[config.mk]
export PLATFORM = sky130hd
export DESIGN_NAME = sonet_ais_inserter
export DESIGN_NICKNAME = d
export VERILOG_FILES = /design/src/rtl/sonet_ais_inserter.sv
export SDC_FILE = /design/constraint.sdc
export NUM_CORES = 1
export LEC_CHECK = 0
export CORE_MARGIN = 2
export CORE_UTILIZATION = 60
export DETAILED_ROUTE_END_ITERATION = 7
export PLACE_DENSITY = 0.95
export SETUP_SLACK_MARGIN = 0.02
export SYNTH_ARGS = -nofsm -noshare
export SYNTH_HDL_FRONTEND = slang
export SYNTH_SLANG_ARGS = --single-unit
[constraint.sdc]
create_clock -name clk -period 4.4 [get_ports clk]
set_input_delay 0.66 -clock clk [delete_from_list [all_inputs] [get_ports clk]]
set_output_delay 0.66 -clock clk [all_outputs]
set_load 0.005 [all_outputs]
[src/rtl/sonet_ais_inserter.sv]
module sonet_ais_inserter #(
  parameter int NUM_STS = 3,
  localparam int SW = (NUM_STS > 1) ? $clog2(NUM_STS) : 1
) (
  input  logic          clk,
  input  logic          rst_n,
  input  logic          in_valid,
  input  logic          in_fstart,
  input  logic [7:0]    in_data,
  input  logic [SW-1:0] in_sts,
  input  logic [3:0]    in_row,
  input  logic          in_toh,
  input  logic [1:0]    in_tcol,
  input  logic          ais_en,
  input  logic          b2_calc,
  input  logic          pass_thru,
  output logic          out_valid,
  output logic          out_fstart,
  output logic [7:0]    out_data
);

  logic ais_q, b2c_q, pt_q;
  logic [7:0] acc [NUM_STS];
  logic [7:0] bip [NUM_STS];
  logic [7:0] nxt, bip_sel;

  wire fs     = in_valid && in_fstart;
  wire ais_m  = fs ? ais_en    : ais_q;
  wire b2c_m  = fs ? b2_calc   : b2c_q;
  wire pt_m   = fs ? pass_thru : pt_q;
  wire is_soh = in_toh && (in_row <= 4'd3);
  wire is_b2  = in_toh && (in_row == 4'd5) && (in_tcol == 2'd0);
  wire sts_ok = (32'(in_sts) < NUM_STS);
  wire first  = (in_sts == '0);

  always_comb begin
    bip_sel = in_data;
    for (int i = 0; i < NUM_STS; i++)
      if (32'(in_sts) == i) bip_sel = bip[i];
  end

  always_comb begin
    if (pt_m || is_soh)
      nxt = in_data;
    else if (ais_m)
      nxt = (is_b2 && first && b2c_m) ? bip[0] : 8'hFF;
    else if (is_b2 && sts_ok)
      nxt = bip_sel;
    else
      nxt = in_data;
  end

  always_ff @(posedge clk or negedge rst_n) begin
    if (!rst_n) begin
      ais_q <= 1'b0;
      b2c_q <= 1'b0;
      pt_q  <= 1'b0;
    end else if (fs) begin
      ais_q <= ais_en;
      b2c_q <= b2_calc;
      pt_q  <= pass_thru;
    end
  end

  for (genvar g = 0; g < NUM_STS; g++) begin : g_bip
    always_ff @(posedge clk or negedge rst_n) begin
      if (!rst_n) begin
        acc[g] <= 8'h00;
        bip[g] <= 8'h00;
      end else if (fs) begin
        bip[g] <= acc[g];
        acc[g] <= 8'h00;
      end else if (in_valid && !is_soh && (in_sts == SW'(g))) begin
        acc[g] <= acc[g] ^ nxt;
      end
    end
  end

  always_ff @(posedge clk or negedge rst_n) begin
    if (!rst_n) begin
      out_valid  <= 1'b0;
      out_fstart <= 1'b0;
      out_data   <= 8'h00;
    end else begin
      out_valid  <= in_valid;
      out_fstart <= fs;
      if (in_valid) out_data <= nxt;
    end
  end

  AST_LATENCY: assert property (@(posedge clk) disable iff (!rst_n)
    in_valid |=> out_valid && (out_fstart == $past(in_fstart)));
  AST_IDLE_HOLD: assert property (@(posedge clk) disable iff (!rst_n)
    !in_valid |=> !out_valid && $stable(out_data));
  AST_SOH_KEEP: assert property (@(posedge clk) disable iff (!rst_n)
    (in_valid && is_soh) |=> out_data == $past(in_data));
  AST_BYPASS: assert property (@(posedge clk) disable iff (!rst_n)
    (in_valid && pt_m) |=> out_data == $past(in_data));
  AST_AIS_ONES: assert property (@(posedge clk) disable iff (!rst_n)
    (in_valid && !pt_m && ais_m && !is_soh && !(is_b2 && first)) |=> out_data == 8'hFF);
  AST_B2_FIXED: assert property (@(posedge clk) disable iff (!rst_n)
    (in_valid && !pt_m && ais_m && !b2c_m && is_b2 && first) |=> out_data == 8'hFF);
  AST_MODE_HOLD: assert property (@(posedge clk) disable iff (!rst_n)
    !fs |=> $stable({ais_q, b2c_q, pt_q}));

endmodule

# Yosys cells after proc, flatten, opt, wreduce, memory -nomap -nowiden

Index checks and enable logic that the tools add are counted.

Bits in registers: 61
Bits in latches: 0
Memory bits (writable): 0
ROM bits: 0
Input port bits: 24
Memories kept: 0

Add/subtract/negate cells: 0
$mul: 0
Div/mod/pow operators: 0
Magnitude comparators: 2
Eq/ne operators: 3
Shift-type cells: 0
Muxes and demuxes: 16
Bitwise logic cells: 3
Reduce and logical (&&, ||, !) cells: 18

Operator list:

| operator           | count |
|---|---|
| $mux 8             | 13 |
| $xor 8x8->8        | 3 |
| $logic_and 1x1->1  | 11 |
| $reduce_bool 2->1  | 3 |
| $eq 4x3->1 const B | 1 |
| $le 4x2->1 const B | 1 |
| $logic_not 2->1    | 2 |
| $mux 1             | 3 |
| $eq 2x1->1 const B | 1 |
| $eq 2x2->1 const B | 1 |
| $lt 2x2->1 const B | 1 |
| $logic_not 1->1    | 1 |
| $logic_or 1x1->1   | 1 |

# Depth between registers and ports, before layout

Depth after elaboration: 11
Depth in mapped cells: 8
Mapped depth without buffers: 7

# Worst setup path after synthesis

OpenSTA, ideal clock, no wires.

Kind: input to register
From: in in_row[1]
To: reg acc[6] in the netlist's numbering
Data arrival time: 2.246 ns
Setup slack: 2.076 ns
Stages on the path: 7
Path buffers: 1
Cell sequence: or4b_4 a211oi_2 o21ba_1 buf_6 o22ai_2 or3_1 a21oi_1

Longest elaborated chain between the ends: 11
Elaborated cells on any way between the ends: 20
Those cells by class: order compare: 1; eq/ne: 1; mux: 6; bitwise: 1; reduce/logical: 11

Ends and longest elaborated chain:

| item                           | RTL line | source |
|---|---|---|
| start: declaration             | 11       | `input logic [3:0] in_row,` |
| $eq 4x3->1                     | 32       | `wire is_b2 = in_toh && (in_row == 4'd5) && (in_tcol == 2'd0);` |
| $logic_and 1x1->1 (2 in a row) | 32       |  |
| $logic_and 1x1->1 (2 in a row) | 46       | `nxt = (is_b2 && first && b2c_m) ? bip[0] : 8'hFF;` |
| $mux 8                         | 46       |  |
| $mux 8                         | 45       | `else if (ais_m)` |
| $mux 8                         | 43       | `if (pt_m \|\| is_soh)` |
| $xor 8x8->8                    | 74       | `acc[g] <= acc[g] ^ nxt;` |
| $mux 8                         | 73       | `end else if (in_valid && !is_soh && (in_sts == SW'(g))) begin` |
| $mux 8                         | 70       | `end else if (fs) begin` |
| end signal: indexed assignment | 74       |  |
| end: declaration               | 23       | `logic [7:0] acc [NUM_STS];` |

Parallel ways exist; a longest one is shown, timed or not. The select of a mux whose other input is x is not followed.
A chain may end at the register's enable or synchronous reset.

# Worst setup path in the final report

From: in in_valid
To: reg acc[11] in the netlist's numbering

Longest elaborated chain between the ends: 9
Elaborated cells on any way between the ends: 15
Those cells by class: mux: 8; bitwise: 1; reduce/logical: 6

Ends and longest elaborated chain:

| item               | RTL line | source |
|---|---|---|
| start: declaration | 7        | `input logic in_valid,` |
| $logic_and 1x1->1  | 27       | `wire fs = in_valid && in_fstart;` |
| $mux 1             | --       |  |
| $logic_and 1x1->1  | 46       |  |
| $mux 8             | 46       |  |
| $mux 8             | 45       |  |
| $mux 8             | 43       |  |
| $xor 8x8->8        | 74       |  |
| $mux 8             | 73       |  |
| $mux 8             | 70       |  |

Parallel ways exist; a longest one is shown, timed or not. The select of a mux whose other input is x is not followed.

==> results.md <==
- The run finished with clean final reports.
- The worst reg-to-reg setup slack is 2.16 ns.
- The endpoint type of the worst setup path is a flop.
- The area used by multi-input combinational logic is 1260 um^2.
- The startpoint of the worst-slack reg-to-reg timing path is ais_q.
- Counting flops with a built-in enable in the synthesized netlist gives 0.
- From left edge to right edge, the die measures 74.3 um.
- For this design the static power due to leakage is 1.56 nW.
- The post-place setup slack is 1.12 ns.
- Detailed placement ended at an HPWL of 4.77 mm.
- Gates resized during post-CTS repair numbered 0.
- The filler cell count is 312.
- The floorplan die area is 5520 um^2.
- The final-layout setup total negative slack is 0 ns.
- The worst register-to-register path ends at acc[11].
- The number of buffers added on ports is 33.
- After the first detailed-routing iteration, the DRC count stood at 218.
- Dividing the detail-routed wire length by the instance count gives 17.5 um.
- TritonCTS built the clock tree.
- The share of power burned in registers is 48.3%.
- By area the synthesized netlist is led by dfrtp_1, nand2_1, o21ai_0, or3_1, a21oi_1.
- The number of cells on the worst reg-to-reg path is 6.
- The routed design could run at a clock period as short as 3.01 ns.
- After synthesis the netlist holds a flip-flop and latch count of 61.
- For this design the ratio of total power to cell area is 423 nW/um^2.
- Setup repair after global routing left no endpoint under its margin.
- Setup slack closes at 1.39 ns.
- The count of final max-slew check failures is 0.
- The number of unique standard cell types used by synthesis is 37.
- Of the cells placed in the final design, the portion with a size suffix greater than 1 is 13.7%.
- The global routing usage summed across all routing layers is 28.1%.
- The placer's final routability congestion estimate is 0.843.
- The pin count of the biggest net entering global routing is 41.
- The path class of the tightest hold or removal check is in2async.
- The tightest slew margin relative to the limit is 31.2%.
- The final antenna-violating net count is 0.
- Relative to the synthesized area, the layout overhead comes to 18.0%.
- The worst setup path is of the in2reg kind.
- The share of the synthesized area in the top cell type is 51.4%.
- The first-pass GRT wire length is 11.5 mm.
- In this run the vertical extent of the chip is 74.3 um.
- The area taken by flip-flops and latches is 1530 um^2.
- The proportion of total power due to net switching is 28.0%.
- The H-tree was split into 3 levels.
- The met1 demand-to-capacity share in global routing is 36.0%.
- The clock passes through at most 2 buffers.
- The floorplan has 25 rows.
- The number of iterations in the first detailed-routing pass is 7.
- Hold timing on the final database bottoms out at a slack of 0.277 ns.
- The number of global-route vias before repair is 2465.
- Static timing analysis puts the maximum clock frequency at 332 MHz.
- For the worst setup path, the data required time is 4.65 ns.
- The clock reaches the later pin of the worst-skew pair after 0.34 ns.
- After synthesis, the mean cell area works out to 9.93 um^2.
- The peak supply drop is 0.232 mV.
- The initial cell density of the core is 62.4%.
- The total detailed-routing wirelength is 7.06 mm.
- Dividing the final minimum period by the clock period gives 68.4%.
- The cell type with the largest total area after synthesis is dfrtp_1.
- The layer with the highest usage after global routing is met2.
- The type of origin of the critical path is an input pin.
- In this run the cell area measured after placement is 3310 um^2.
- Synthesis produced a netlist with a net count of 323.
- The global-route track usage on met2 is 46.5%.
- For this run, the leading register cell type out of synthesis is dfrtp_1.
- For this design, the CTS-stage hold fixing added 0 buffers.
- The clock share of power is 32.7%.
- The number of hold violations in the final report is 0.
- The number of vias in the routed layout is 2464.
- The tool flagged a number of max-cap violations equal to 0.
- The total overflow left after global routing is 0.
- Setup violations remaining at the end of the flow were counted as 0.
- The relative contribution of combinational cells to total power is 19.0%.
- The internal portion of the total power is 0.00107 W.
- The detail-routed via count per cell is 6.11.
- The total inserted antenna cells is 0.
- The met3 capacity usage during global routing is 4.47%.
- The mapped netlist covers 2970 um^2.
- The number of primary I/O pins is 34.
- Summing all non-filler instances in the final layout gives an area of 3500 um^2.
- In the layout the commonest cells are nand2_1, dfrtp_1, clkdlybuf4s50_1.
- Buffers added to address setup during post-CTS repair amount to 0.
- In this run the clock root is driven by a clkbuf_8.
- The switching power total is 0.000414 W.
- At the end of the flow, the number of nets in the layout was 358.
- The total area inside the core boundary comes to 4750 um^2.
- The number of buffers added by the clock tree synthesis step is 9.
- Yosys printed 0 warnings.
- The clock arrives with 0.00752 ns of skew.
- The number of antenna violations at the first check in global routing is 0.
- The clock-pin slew on the worst setup and hold paths is 0.06 ns.
- The number of sinks handled by clock tree synthesis is 61.
- The endpoint arrival time on the critical path is 3.26 ns.
- The number of design rule violations left after detail routing is 0.
- For this run, the register share of the synthesized area comes to 51.4%.
- The share of synthesized flip-flops with an asynchronous set or reset is 100%.
- The instance count of the mapped netlist is 299.
- The worst-margin pin slew is 1.03 ns.
- The top fanout value on the critical path is 29.
logic make-up (layout without fill, tap and decap cells):
group	count (synthesis)	count (layout)	synth area share [%]
simple gates	101	101	16.9
buf+inv	34	71	6.15
flops	61	61	51.4
mux	16	16	5.73
compound gates	87	87	19.8
cell usage after synthesis (all sizes together), types with 4 or more instances:
cell    number
dfrtp       61
nand2       61
o21ai       32
a21oi       21
or3         21
inv         18
o22ai       16
clkbuf      12
a32oi        8
mux2         8
mux2i        8
nand2b       4
nor2         4
registers in the layout, indices dropped and copies added, names as in the netlist:
register,count
acc,24
out_data,8
pt_q,1
out_valid,1
ais_q,1
out_fstart,1
b2c_q,1
bip,24
layer usage:
metal	wire (um)	share of wire (%)
met1	2920	41
met2	3500	50
met3	475	6.7
met4	168	2.4
met5	0	0
power by group through the flow:
stage                     registers [W]  logic (W)  clock network (W)
after global placement         0.000715   0.000264                  0
after floorplan                0.000704   0.000180                  0
final                          0.000715   0.000282           0.000485
after detailed placement       0.000722   0.000279                  0
after global routing           0.000726   0.000311           0.000511
after CTS                      0.000714   0.000283           0.000487
worst max-delay path, stage by stage:
cell	delay, ns
clkdlybuf4s50_1	0.46
buf_4	0.26
nand2_1	0.13
inv_2	0.10
buf_4	0.29
o21ai_1	0.30
a32oi_1	0.32
o22ai_2	0.18
or3_1	0.39
a21oi_1	0.17
per-stage QoR:
step                      util (%)  std cells  total power, W
final                         73.6        403         0.00148
after global routing          73.6        403         0.00155
after CTS                     73.6        403         0.00148
after detailed placement      69.7        390         0.00100
after global placement        69.7        390        0.000980
after floorplan                  -        299        0.000885
cell type report:
| type | instances | area share, % |
|---|---|---|
| timing repair buffer | 40 | 10.8 |
| tap | 67 | 2.39 |
| sequential | 61 | 43.6 |
| clock inverter | 2 | 1.00 |
| clock buffer | 11 | 4.32 |
| inverter | 18 | 1.93 |
| multi-input combinational | 204 | 36.0 |
worst max-delay path by stage:
stage                          from  endpoint  slack, ns  cells past startpoint
after floorplan           in_row[1]    acc[6]       2.08                      7
after global placement     in_valid    acc[4]       1.21                      9
after detailed placement   in_valid    acc[0]       1.12                     10
after CTS                  in_valid   acc[11]       1.43                     10
after global routing       in_valid   acc[11]       1.26                     10
final                      in_valid   acc[11]       1.39                     10
(Power assumes the default switching activity.)
